**config.mk**
```make
export PLATFORM = sky130hd
export DESIGN_NAME = bidir_recirc_shreg
export DESIGN_NICKNAME = d
export VERILOG_FILES = /design/src/rtl/bdsr_pkg.sv /design/src/rtl/bdsr_ctrl_dec.sv /design/src/rtl/bdsr_feed_sel.sv /design/src/rtl/bdsr_chain.sv /design/src/rtl/bdsr_end_retime.sv /design/src/rtl/bidir_recirc_shreg.sv
export SDC_FILE = /design/constraint.sdc
export NUM_CORES = 1
export LEC_CHECK = 0
export CORE_MARGIN = 4
export CORE_UTILIZATION = 60
export DETAILED_ROUTE_END_ITERATION = 8
export PLACE_DENSITY = 0.83
export SLEW_MARGIN = 40
export SYNTH_ARGS = -nofsm -noshare
export SYNTH_HDL_FRONTEND = slang
export SYNTH_SLANG_ARGS = --single-unit
```
**constraint.sdc**
```tcl
create_clock -name clk -period 2.7 [get_ports clk]
set_clock_uncertainty 0.1 [all_clocks]
set_input_delay 0.81 -clock clk [delete_from_list [all_inputs] [get_ports clk]]
set_output_delay 0.81 -clock clk [all_outputs]
set_load 0.005 [all_outputs]
```
**src/rtl/bdsr_pkg.sv**
```systemverilog
package bdsr_pkg;

    typedef enum logic [1:0] {
        MOVE_HOLD  = 2'd0,
        MOVE_RIGHT = 2'd1,
        MOVE_LEFT  = 2'd2
    } move_e;

    // Hold has priority over direction.
    function automatic move_e decode_move(input logic hold, input logic left);
        if (hold)
            return MOVE_HOLD;
        else if (left)
            return MOVE_LEFT;
        else
            return MOVE_RIGHT;
    endfunction

endpackage

```
**src/rtl/bdsr_ctrl_dec.sv**
```systemverilog
module bdsr_ctrl_dec
    import bdsr_pkg::*;
(
    input  logic  hold_en,
    input  logic  dir_left,
    output move_e move
);

    always_comb begin
        move = decode_move(hold_en, dir_left);
    end

endmodule

```
**src/rtl/bdsr_feed_sel.sv**
```systemverilog
module bdsr_feed_sel (
    input  logic ext_sel,
    input  logic ser_in_r,
    input  logic ser_in_l,
    input  logic end_lo,
    input  logic end_hi,
    output logic feed_r,
    output logic feed_l
);

    // Entry bit for each direction: external serial input or wrap from far end.
    always_comb begin
        feed_r = ext_sel ? ser_in_r : end_hi;
        feed_l = ext_sel ? ser_in_l : end_lo;
    end

endmodule

```
**src/rtl/bdsr_chain.sv**
```systemverilog
module bdsr_chain
    import bdsr_pkg::*;
#(
    parameter int STAGES = 32
) (
    input  logic              clk,
    input  logic              rst,
    input  move_e             move,
    input  logic              feed_r,
    input  logic              feed_l,
    output logic [STAGES-1:0] stage_q
);

    localparam int LAST = STAGES - 1;

    typedef struct packed {
        logic [STAGES-1:0] stg;
    } chain_s;

    chain_s            chain_d, chain_q;
    logic [STAGES-1:0] from_lo;
    logic [STAGES-1:0] from_hi;

    // Neighbour each stage takes in either direction.
    for (genvar i = 0; i < STAGES; i++) begin : g_nb
        if (i == 0) begin : g_first
            assign from_lo[i] = feed_r;
        end else begin : g_mid_lo
            assign from_lo[i] = chain_q.stg[i-1];
        end
        if (i == LAST) begin : g_last
            assign from_hi[i] = feed_l;
        end else begin : g_mid_hi
            assign from_hi[i] = chain_q.stg[i+1];
        end
    end

    always_comb begin
        chain_d = chain_q;
        if (rst) begin
            chain_d.stg = '0;
        end else begin
            unique case (move)
                MOVE_RIGHT: chain_d.stg = from_lo;
                MOVE_LEFT:  chain_d.stg = from_hi;
                default:    chain_d.stg = chain_q.stg;
            endcase
        end
    end

    always_ff @(posedge clk) begin
        chain_q <= chain_d;
    end

    assign stage_q = chain_q.stg;

endmodule

```
**src/rtl/bdsr_end_retime.sv**
```systemverilog
module bdsr_end_retime (
    input  logic clk,
    input  logic rst,
    input  logic end_lo,
    input  logic end_hi,
    output logic out_lo,
    output logic out_hi
);

    typedef struct packed {
        logic lo;
        logic hi;
    } ends_s;

    ends_s ends_d, ends_q;

    always_comb begin
        if (rst) begin
            ends_d = '0;
        end else begin
            ends_d.lo = end_lo;
            ends_d.hi = end_hi;
        end
    end

    // Slave half: capture on the falling edge.
    always_ff @(negedge clk) begin
        ends_q <= ends_d;
    end

    assign out_lo = ends_q.lo;
    assign out_hi = ends_q.hi;

endmodule

```
**src/rtl/bidir_recirc_shreg.sv**
```systemverilog
module bidir_recirc_shreg
    import bdsr_pkg::*;
#(
    parameter int STAGES = 32
) (
    input  logic clk,
    input  logic rst,
    input  logic dir_left,
    input  logic ext_sel,
    input  logic hold_en,
    input  logic ser_in_r,
    input  logic ser_in_l,
    output logic out_lo,
    output logic out_hi
);

    localparam int LAST = STAGES - 1;

    move_e             move;
    logic              feed_r;
    logic              feed_l;
    logic [STAGES-1:0] stage_q;

    bdsr_ctrl_dec u_dec (
        .hold_en  (hold_en),
        .dir_left (dir_left),
        .move     (move)
    );

    bdsr_feed_sel u_feed (
        .ext_sel  (ext_sel),
        .ser_in_r (ser_in_r),
        .ser_in_l (ser_in_l),
        .end_lo   (stage_q[0]),
        .end_hi   (stage_q[LAST]),
        .feed_r   (feed_r),
        .feed_l   (feed_l)
    );

    bdsr_chain #(.STAGES(STAGES)) u_chain (
        .clk     (clk),
        .rst     (rst),
        .move    (move),
        .feed_r  (feed_r),
        .feed_l  (feed_l),
        .stage_q (stage_q)
    );

    bdsr_end_retime u_ret (
        .clk    (clk),
        .rst    (rst),
        .end_lo (stage_q[0]),
        .end_hi (stage_q[LAST]),
        .out_lo (out_lo),
        .out_hi (out_hi)
    );

endmodule

```
==> results of run 1 <==
-- final cells by class --
type                    count  area [sq um]  area share [%]
multi-input cells         100           815            46.4
clock inverters             5          47.5            2.71
flip-flops and latches     34           682            38.8
well taps                  30          37.5            2.14
repair buffers             17           133            7.56
clock buffers               5          37.5            2.14
inverters                   1          3.75           0.214
-- state kept, by name, indices dropped and copies added (netlist names) --
name / count
u_ret.out_hi: 1
u_ret.out_lo: 1
u_chain.stage_q: 32
-- stage by stage --
step                setup WS, ns  setup TNS (ns)  power (uW)  hold slack (ns)  instances
floorplan                  0.141               0         684            0.391        151
global placement          -0.332           -1.12         696            0.409        183
detailed placement        -0.341           -1.17         706            0.418        183
CTS                       -0.366          -0.724        1080            0.437        192
global route              -0.403          -0.796        1120            0.470        192
finish                    -0.360          -0.706        1070            0.434        192
-- power groups by stage --
stage	Sequential (uW)	Clock, uW	Combinational, uW
after floorplan	561	6.96	117
after global placement	567	6.96	122
after detailed placement	568	6.96	131
after CTS	558	387	132
after global routing	563	415	144
final	558	379	130
-- layout by cell type, fill, tap and decap left out, drive strengths merged --
master,Yosys,final
inv,2,3
dfxtp,34,34
clkdlybuf4s50,0,5
nor2b,22,22
nor4b,1,1
and2b,10,10
bufinv,0,1
mux2,2,2
nor3,1,1
clkinv,0,2
buf,10,12
a211oi,30,30
a221o,2,2
clkbuf,3,5
mux2i,30,30
nor3b,1,1
and4bb,1,1
-- how the worst min path moves through the flow --
stage / from / end / slack (ns) / depth (start not counted)
finish: u_chain.stage_q[18] / u_chain.stage_q[18] / 0.43 / 2
floorplan: u_chain.stage_q[1] / u_chain.stage_q[1] / 0.39 / 2
detailed placement: u_chain.stage_q[27] / u_chain.stage_q[27] / 0.42 / 2
CTS: u_chain.stage_q[27] / u_chain.stage_q[27] / 0.44 / 2
global placement: u_chain.stage_q[3] / u_chain.stage_q[3] / 0.41 / 2
global route: u_chain.stage_q[18] / u_chain.stage_q[18] / 0.47 / 2
-- layer usage --
layer / GRT usage, % / wire (um) / vias to the layer above
met1: 21.8 / 1430 / 534
li1: - / - / 567
met4: 14.6 / 124 / 0
met2: 31.1 / 1350 / 17
met3: 4.47 / 107 / 11
met5: 0 / 0 / -
-- logic make-up after synthesis --
| group | Yosys count | share of synthesized area [%] |
|---|---|---|
| compound gates | 32 | 14.7 |
| buf+inv | 17 | 10.2 |
| mux | 32 | 19.4 |
| flops | 34 | 40.9 |
| simple gates | 36 | 14.8 |
==> results.py, run 1 <==
metrics = {
    "global_route": {
        "antenna_found_initial": 0,
        "grt_max_degree": 35,
        "grt_first_pass_wirelength_mm": 5.13,
        "grt-ovfl-total": 0,
        "first_global_vias": 1199,
        "track_usage_pct": 19.2,
    },
    "power": {
        "p_sw_uw": 271,
        "power.density_mw_per_mm2": 608,
        "swShare_pct": 25.4,
        "p_comb_share_pct": 12.2,
        "leakage_uw": 0.000737,
        "clock_power_share_pct": 35.5,
        "peakVddDrop_v": 0.000658,
        "internal_power_uw": 797,
        "power_frac_seq_pct": 52.3,
    },
    "clocking": {
        "cts_htree_levels": 2,
        "cts_setup_buffers": 0,
        "tritoncts": "built",
        "insertion_delay_ns": 0.35,
        "cts_hold_buf": 0,
        "cts.sinks": 34,
        "clock_tree.buffer_depth": 2,
        "cts-root-buf": "clkbuf_4",
        "cts_buffers": 5,
        "clk_pin_slew_ns": 0.10,
        "ctsResizeCount": 8,
    },
    "sta": {
        "setup_slack_ns": -0.360,
        "finalHoldViolations": 0,
        "finalSetupViolCount": 2,
        "tightest_slew_ns": 0.564,
        "max-slew-margin-rel_pct": 62.3,
        "drv_slew": 0,
        "rsz0062_at_grt": "yes",
    },
    "floorplan": {
        "rows": 18,
        "core_region_area_sq_mm": 0.00257,
        "dieHeight_um": 60.7,
        "initial_utilization_pct": 64.9,
        "die_area_sq_mm": 0.00368,
        "die_w_um": 60.7,
        "io_pins": 9,
    },
    "placement": {
        "dp_hpwl_mm": 1.90,
        "portBuffers": 8,
        "place_area_sq_mm": 0.00168,
        "place_congestion": 0.691,
    },
    "layout": {
        "fin_nets": 168,
        "stdcell_area_sq_mm": 0.00176,
        "antenna_cells": 0,
        "syn_to_final_growth_pct": 5.41,
        "drive_gt1_share_pct": 13.0,
        "final_core_util_pct": 68.4,
        "fillers": 210,
    },
    "worst_setup_path": {
        "crit_buf_inv": 1,
        "cp.arrival_ns": 2.15,
        "start_kind": "flop",
        "critical_path_class": "flop to output pin",
        "crit_path_start": "u_ret.out_hi",
        "ff2ff_path_depth": 1,
        "crit_fanout": 1,
        "crit_family": "flip-flops",
        "critPathMaxStageDelay_ns": 0.30,
        "reg2reg_to": "u_ret.out_lo",
        "crit_end": "out_hi",
        "slowest_stage": "dfxtp_2",
        "end_kind": "output pin",
        "cp.required_ns": 1.79,
        "ff2ff_setup_slack_ns": 0.67,
        "path_cells": "buf_2",
        "cp_num_cells": 1,
        "timing.rr.start": "u_chain.stage_q[0]",
    },
    "synthesis": {
        "netlist_instances": 151,
        "synth.avg_cell_area_sq_um": 11.0,
        "syn-num-nets": 158,
        "synth_cell_type_count": 19,
        "ys.flop_type": "dfxtp_1",
        "synth-seq-cells": 34,
        "yosysTopAreaCell": "dfxtp_1",
        "yosys-top-cells-area": "dfxtp_1, mux2i_1, a211oi_1",
        "synth_most_common_cell": "dfxtp_1",
        "synth_edf_count": 0,
        "synth_top_area_share_pct": 40.9,
        "synth_warnings": 0,
        "syn-cell-area_sq_mm": 0.00167,
        "synth_top_cells_by_count": "dfxtp_1, a211oi_1, mux2i_1, nor2b_1, and2b_1",
        "ys_seq_area_share_pct": 40.9,
        "synthArstFlopShare_pct": 0,
    },
    "routing": {
        "avgViaCountPerCell": 5.88,
        "post_drt_wl_per_cell_um": 15.7,
        "drt-total-wl_mm": 3.02,
        "ant_nets": 0,
        "num_vias": 1129,
        "first_iter_violations": 37,
        "dr.pass1.iters": 4,
        "drcViolationCount": 0,
    },
    "flow_run": {
        "cap_violations": 0,
    },
    "min_path": {
        "hp-class": "flop to flop",
    },
    "status": {
        "violations": "negative setup slack",
        "status": "finished, violations left",
    },
}
(Power assumes the default switching activity.)
==> run 2: changes to the inputs <==
--- a/config.mk
+++ b/config.mk
@@ -8,6 +8,7 @@
 export CORE_MARGIN = 4
 export CORE_UTILIZATION = 60
 export DETAILED_ROUTE_END_ITERATION = 8
+export GPL_ROUTABILITY_DRIVEN = 0
 export PLACE_DENSITY = 0.83
 export SLEW_MARGIN = 40
 export SYNTH_ARGS = -nofsm -noshare
==> results of run 2 <==
Same layout as run 1: the final DEF is identical, and so are final timing and power.
